==> src/rtl/nbus_pkg.sv <==
package nbus_pkg;
    localparam int NIB_W  = 4;
    localparam int ADDR_W = 4;
    localparam int NSLOT  = 1 << ADDR_W;

    typedef logic [NIB_W-1:0]  nib_t;
    typedef logic [ADDR_W-1:0] slot_t;

    typedef struct packed {
        slot_t slot;
        nib_t  data;
    } bus_req_t;

    function automatic logic slot_is_status(input slot_t s, input int num_out);
        return int'(s) >= num_out;
    endfunction
endpackage

==> src/rtl/nbus_edge.sv <==
module nbus_edge (
    input  logic clk,
    input  logic rst,
    input  logic level,
    output logic rise
);
    logic level_q;

    always_ff @(posedge clk) begin
        if (rst) level_q <= 1'b0;
        else     level_q <= level;
    end

    assign rise = level & ~level_q;
endmodule

==> src/rtl/nbus_latch_bank.sv <==
module nbus_latch_bank
    import nbus_pkg::*;
#(
    parameter int NUM_OUT = 12
) (
    input  logic                     clk,
    input  logic                     rst,
    input  logic                     wr_pulse,
    input  bus_req_t                 req,
    output logic [NUM_OUT*NIB_W-1:0] q
);
    for (genvar k = 0; k < NUM_OUT; k++) begin : g_slot
        logic hit;
        assign hit = wr_pulse && (req.slot == slot_t'(k));

        always_ff @(posedge clk) begin
            if (rst)      q[k*NIB_W +: NIB_W] <= '0;
            else if (hit) q[k*NIB_W +: NIB_W] <= req.data;
        end
    end
endmodule

==> src/rtl/nbus_sync.sv <==
module nbus_sync #(
    parameter int WIDTH = 16
) (
    input  logic             clk,
    input  logic             rst,
    input  logic [WIDTH-1:0] async_in,
    output logic [WIDTH-1:0] sync_out
);
    logic [WIDTH-1:0] stage1;

    always_ff @(posedge clk) begin
        if (rst) begin
            stage1   <= '0;
            sync_out <= '0;
        end else begin
            stage1   <= async_in;
            sync_out <= stage1;
        end
    end
endmodule

==> src/rtl/nbus_top.sv <==
module nbus_top
    import nbus_pkg::*;
#(
    parameter int NUM_IN = 4,
    localparam int NUM_OUT = NSLOT - NUM_IN
) (
    input  logic                     clk,
    input  logic                     rst,
    input  logic [ADDR_W-1:0]        addr,
    input  logic [NIB_W-1:0]         wr_data,
    input  logic                     wr_en,
    input  logic                     rd_en,
    input  logic [NUM_IN*NIB_W-1:0]  status_in,
    output logic [NUM_OUT*NIB_W-1:0] ctl_out,
    output logic [NIB_W-1:0]         rd_data
);
    bus_req_t req;
    logic     wr_rise, rd_rise, wr_ok;
    logic [NUM_IN*NIB_W-1:0] stat_s;
    nib_t     sel_nib;

    assign req.slot = addr;
    assign req.data = wr_data;
    assign wr_ok    = wr_rise && !slot_is_status(addr, NUM_OUT);

    nbus_edge u_wr_edge (.clk(clk), .rst(rst), .level(wr_en), .rise(wr_rise));
    nbus_edge u_rd_edge (.clk(clk), .rst(rst), .level(rd_en), .rise(rd_rise));

    nbus_latch_bank #(.NUM_OUT(NUM_OUT)) u_bank (
        .clk(clk), .rst(rst), .wr_pulse(wr_ok), .req(req), .q(ctl_out)
    );

    nbus_sync #(.WIDTH(NUM_IN*NIB_W)) u_sync (
        .clk(clk), .rst(rst), .async_in(status_in), .sync_out(stat_s)
    );

    always_comb begin
        sel_nib = '0;
        for (int s = 0; s < NUM_OUT; s++)
            if (addr == slot_t'(s)) sel_nib = ctl_out[s*NIB_W +: NIB_W];
        for (int j = 0; j < NUM_IN; j++)
            if (addr == slot_t'(NUM_OUT + j)) sel_nib = stat_s[j*NIB_W +: NIB_W];
    end

    always_ff @(posedge clk) begin
        if (rst)         rd_data <= '0;
        else if (rd_rise) rd_data <= sel_nib;
        else if (!rd_en) rd_data <= '0;
    end
endmodule

==> config.mk <==
export PLATFORM = sky130hd
export DESIGN_NAME = nbus_top
export DESIGN_NICKNAME = d
export VERILOG_FILES = /design/src/rtl/nbus_pkg.sv /design/src/rtl/nbus_edge.sv /design/src/rtl/nbus_latch_bank.sv /design/src/rtl/nbus_sync.sv /design/src/rtl/nbus_top.sv
export SDC_FILE = /design/constraint.sdc
export NUM_CORES = 1
export LEC_CHECK = 0
export ABC_AREA = 1
export CAP_MARGIN = 40
export CORE_ASPECT_RATIO = 1.75
export CORE_MARGIN = 2
export CORE_UTILIZATION = 63
export DETAILED_ROUTE_END_ITERATION = 10
export DONT_BUFFER_PORTS = 1
export MAX_ROUTING_LAYER = met4
export PLACE_DENSITY = 0.79
export SLEW_MARGIN = 30
export SYNTH_ARGS = -nofsm -noshare
export SYNTH_HDL_FRONTEND = slang
export SYNTH_SLANG_ARGS = --single-unit
==> constraint.sdc <==
create_clock -name clk -period 3.53 [get_ports clk]
set_input_delay 0.353 -clock clk [delete_from_list [all_inputs] [get_ports clk]]
set_output_delay 0.353 -clock clk [all_outputs]
set_load 0.02 [all_outputs]
# [After elaboration in Yosys (flattened, before gate mapping)]
# Cells that the tools add are included.
# W data, S select, Z words.
[totals] reg_bits=86 input_bits=28 word_cells=71 out_inout_bits=52
[op_classes] reduce_logical=15 n_lt_le_gt_ge=1 n_bitwise=4 n_eq_ne=16 n_mux=18
[op_table] cell="$mux W4" count=18
[op_table] cell="$eq A4 B4 Y1 const B" count=8
[op_table] cell="$eq A4 B3 Y1 const B" count=4
[op_table] cell="$logic_and A1 B1 Y1" count=13
[op_table] cell="$eq A4 B2 Y1 const B" count=2
[op_table] cell="$eq A4 B1 Y1 const B" count=1
[op_table] cell="$ge A4 B4 Y1 const B" count=1
[op_table] cell="$logic_not A4 Y1" count=1
[op_table] cell="$and A1 B1 Y1" count=2
[op_table] cell="$ne A2 B1 Y1 const B" count=1
[op_table] cell="$not A1 Y1" count=2
[op_table] cell="$logic_not A1 Y1" count=1

# [Logic depth before layout (Yosys ltp)]
[depth] depth_word=18 mapped_depth=14 ltp_nobuf=14

# [Modules after synthesis]
# A second synthesis with hierarchy kept.
[unflattened] cells_unflattened=554 area_unflattened_um2=3697.3
[by_module_without_submodules] module="nbus_latch_bank" area_per_inst_um2=1924.3 cells_per_inst=289 instances=1 seq_area_each_um2=960.9
[by_module_without_submodules] module="nbus_sync" area_per_inst_um2=914.6 cells_per_inst=99 instances=1 seq_area_each_um2=640.6
[by_module_without_submodules] module="nbus_top" area_per_inst_um2=795.8 cells_per_inst=158 instances=1 seq_area_each_um2=80.1
[by_module_without_submodules] module="nbus_edge" area_per_inst_um2=31.3 cells_per_inst=4 instances=2 seq_area_each_um2=20.0

# [Least setup slack after synthesis]
# OpenSTA, ideal clock, no wires.
[synth_path] path_type="input port to flip-flop" start="input port addr[3]" end="register rd_data[3]" t_arrival_ps=1303 slack_ps=2097 required_ps=3399 cell_stages=12 setup_time_ps=131 n_path_buf=0 path_cell_list="inv_2 > nand2_2 > nor2_4 > nand2_1 > nand2_1 > nand4_1 > nor2_1 > nand3_1 > nand2_1 > nand3_1 > nand2_1 > a21oi_2"
[synth_via] elab_chain_len=18 word_cells_on_any_way=33 cone_classes="15 x eq/ne; 17 x mux; 1 x reduce/logical"
[synth_lines] element="from (decl)" line="nbus_top.sv:9" rtl="input logic [ADDR_W-1:0] addr,"
[synth_lines] element="$logic_not A4 Y1" line="nbus_top.sv:40" rtl="if (addr == slot_t'(s)) sel_nib = ctl_out[s*NIB_W +: NIB_W];"
[synth_lines] element="$mux W4 (12 in a row)" line="nbus_top.sv:40"
[synth_lines] element="$mux W4 (3 in a row)" line="nbus_top.sv:42" rtl="if (addr == slot_t'(NUM_OUT + j)) sel_nib = stat_s[j*NIB_W +: NIB_W];"
[synth_lines] element="$mux W4 (*)" line="nbus_top.sv:42"
[synth_lines] element="$mux W4 (*)" line="nbus_top.sv:47" rtl="else if (rd_rise) rd_data <= sel_nib;"
[synth_lines] element="to (signal assigned)" line="nbus_top.sv:47"
[synth_lines] element="to (decl)" line="nbus_top.sv:15" rtl="output logic [NIB_W-1:0] rd_data"
# Mark *: on every way between the ends. The rest lies on a longest branch, timed or not.
# A chain may end at the register's enable or synchronous reset.

# [Worst setup path after layout]
[layout_path] start="register u_wr_edge.level_q" end="register u_bank.q[1]"
[layout_via] elab_chain_len=4
[layout_lines] element="from (decl)" line="nbus_edge.sv:7" rtl="logic level_q;"
[layout_lines] element="from (signal assigned)" line="nbus_edge.sv:11" rtl="else level_q <= level;"
[layout_lines] element="$not A1 Y1" line="nbus_edge.sv:14" rtl="assign rise = level & ~level_q;"
[layout_lines] element="$and A1 B1 Y1" line="nbus_edge.sv:14"
[layout_lines] element="$logic_and A1 B1 Y1" line="nbus_top.sv:24" rtl="assign wr_ok = wr_rise && !slot_is_status(addr, NUM_OUT);"
[layout_lines] element="$logic_and A1 B1 Y1" line="nbus_latch_bank.sv:14" rtl="assign hit = wr_pulse && (req.slot == slot_t'(k));"
[layout_lines] element="to (signal, indexed assignment)" line="nbus_latch_bank.sv:18" rtl="else if (hit) q[k*NIB_W +: NIB_W] <= req.data;"
[layout_lines] element="to (decl)" line="nbus_latch_bank.sv:10" rtl="output logic [NUM_OUT*NIB_W-1:0] q"
# No other way between the ends.

==> flow_metrics.tcl <==
set metrics [dict create \
    status "finished, final reports clean" \
    dpl.hpwl_um 5920 \
    core_area_um2 5500 \
    ctsHoldBuffers 0 \
    diodes 0 \
    grt_pass1_wl_um 12900 \
    yosys-top-cells-area "dfxtp_1, nand2_1, nor2_1" \
    htreeDepth 3 \
    path_max_fanout 23 \
    whs_endpoint "rd_data[2]" \
    synthesis.nets 515 \
    async_flop_share_pct 0 \
    die_x_um 60.6 \
    arrival_ns 2.08 \
    post-synth-top-count-cell "nand2_1" \
    fmax_mhz 560 \
    leakage_nw 1.45 \
    start_util_pct 64.3 \
    ant_nets 0 \
    drive_gt1_share_pct 9.07 \
    critical_path_class "reg -> reg" \
    wirelength_um 8230 \
    combPwrFrac_pct 4.9 \
    drc 0 \
    worst_slew_pin_slew_ns 0.705 \
    ctsResizeCount 0 \
    fin_skew_ns 0.0127 \
    yosys.area.top_type "dfxtp_1" \
    worstSkewPairLatency_ns 0.37 \
    io_pins 80 \
    p_per_area_nw_per_um2 477 \
    clockBufferDepth 2 \
    synth_common_cells "nand2_1, dfxtp_1, nor2_1" \
    place.gp.congestion 0.950 \
    post-route-min-period_ns 1.79 \
    crit_start "u_wr_edge.level_q" \
    die-area_um2 6240 \
    r2r_setup_slack_ns 1.74 \
    area_delta_synth_final_pct 6.55 \
    fin_crit_sh_pct 50.6 \
    grtUsageTotal_pct 29.4 \
    syn-cell-area_um2 3530 \
    syn_avg_cell_area_um2 7.25 \
    seq_area_frac_synth_pct 48.7 \
    setup_tns_ns 0 \
    required_ns 3.83 \
    cts_root_buf "clkbuf_8" \
    switching_share_pct 22.9 \
    start_kind "flop" \
    synth_edf_count 0 \
    r2r-end "u_bank.q[1]" \
    num_rows 36 \
    hold_start "rst" \
    final_nets 508 \
    overflow 0 \
    seq_power_share_pct 56.6 \
    path_clk_slew_ns 0.08 \
    cts_buffers 9 \
    r2r_start "u_wr_edge.level_q" \
    drv_cap 0 \
    hp-class "in -> reg" \
    syn_inst 487 \
    synth_flop_cell "dfxtp_1" \
    vdd_ir_drop_max_mv 0.481 \
    setup_violations 0 \
    cts_tree "done" \
    via_count 3070 \
    synth_seq_cells 86 \
    rsz0062_at_grt "no" \
    pwr-share-clk_pct 38.5 \
    drv_slew 0 \
    firstDrtPassIters 7 \
    postLayoutCoreUtil_pct 68.5 \
    final-hold-violation-count 0 \
    whs_path_depth 1 \
    wl_per_cell_um 14.7 \
    antenna_found_initial 0 \
    synth_top_area_share_pct 48.7 \
    fp.dieH_um 103 \
    r2r_cells 6 \
    drt_iter0_drc 367 \
    grt_max_degree 87 \
    synth_warnings 0 \
    grt_pass1_vias 2885 \
    slew_headroom_pct 52.9 \
    cts_sinks 86 \
    p_switching_uw 412 \
    io_buffer_count 0 \
    cts_post_setup_buffers_inserted 0 \
    synth.distinct_cells 21 \
    endpoint_kind "flop" \
    intPower_mw 1.38 \
    via_per_inst 5.47 \
]
[cells by family after synthesis]
family	share of synthesized area, %
compound gates	10.4
buf+inv	8.96
flops	48.7
simple gates	31.8
[worst max-delay path by stage]
stage | to | slack [ns] | cells past startpoint
finish | u_bank.q[1] | 1.74 | 6
global route | u_bank.q[0] | 1.55 | 6
CTS | u_bank.q[0] | 1.76 | 6
detailed placement | u_bank.q[0] | 1.69 | 7
global placement | u_bank.q[28] | 1.62 | 8
floorplan | rd_data[3] | 2.10 | 12
[power groups by stage]
stage / clock, mW / sequential (mW) / combinational [mW]
after CTS: 0.703 / 1.02 / 0.0877
after global routing: 0.740 / 1.02 / 0.101
after global placement: 0 / 1.04 / 0.0855
after detailed placement: 0 / 1.04 / 0.0870
final: 0.692 / 1.02 / 0.0880
after floorplan: 0 / 1.04 / 0.0906
[through the flow]
stage	setup WS, ns	hold WS, ns	cell area (um^2)	cells	total power, mW
finish	1.74	0.0411	3760	561	1.80
detailed placement	1.69	0.392	3560	545	1.13
CTS	1.76	0.0284	3760	561	1.81
global route	1.55	0.0245	3760	561	1.86
global placement	1.62	0.389	3560	545	1.13
floorplan	2.10	0.388	3530	487	1.13
[layer usage]
layer / track usage [%] / wire length (um) / vias up
met2: 47.7 / 4270 / 137
met5: - / 0 / -
met1: 27.5 / 2830 / 1357
li1: - / - / 1534
met3: 9.79 / 599 / 42
met4: 22.6 / 524 / 0
[worst max-delay path: stages, from the launching register on]
cell	delay (ns)
dfxtp_1	0.31
nor2_2	0.56
buf_4	0.38
nand2_1	0.16
inv_1	0.14
nand2_1	0.06
a21oi_1	0.11
[final cells by class]
type | instances | area [um^2]
multi-input combinational | 318 | 1500
timing repair buffer | 1 | 7.51
inverter | 64 | 243
fill | 477 | 1730
tap | 76 | 95.1
clock inverter | 4 | 45.0
sequential | 86 | 1720
clock buffer | 12 | 155
[sequential cells by signal (all words and copies together) (netlist names)]
signal / count
rd_data: 4
u_bank.q: 48
u_rd_edge.level_q: 1
u_sync.stage1: 16
u_sync.sync_out: 16
u_wr_edge.level_q: 1
[cells in the final DEF, fill, tap and decap left out, types with 5 or more instances in the layout]
| master | Yosys | final |
|---|---|---|
| a211oi_1 | 10 | 10 |
| a21oi_1 | 50 | 50 |
| inv_1 | 59 | 59 |
| a21oi_2 | 5 | 5 |
| nand3_1 | 48 | 48 |
| nand4_1 | 13 | 13 |
| nand2_1 | 104 | 104 |
| clkbuf_8 | 0 | 11 |
| dfxtp_1 | 86 | 86 |
| nor2_1 | 67 | 66 |
| nor2_2 | 5 | 6 |
(Power assumes the default switching activity.)
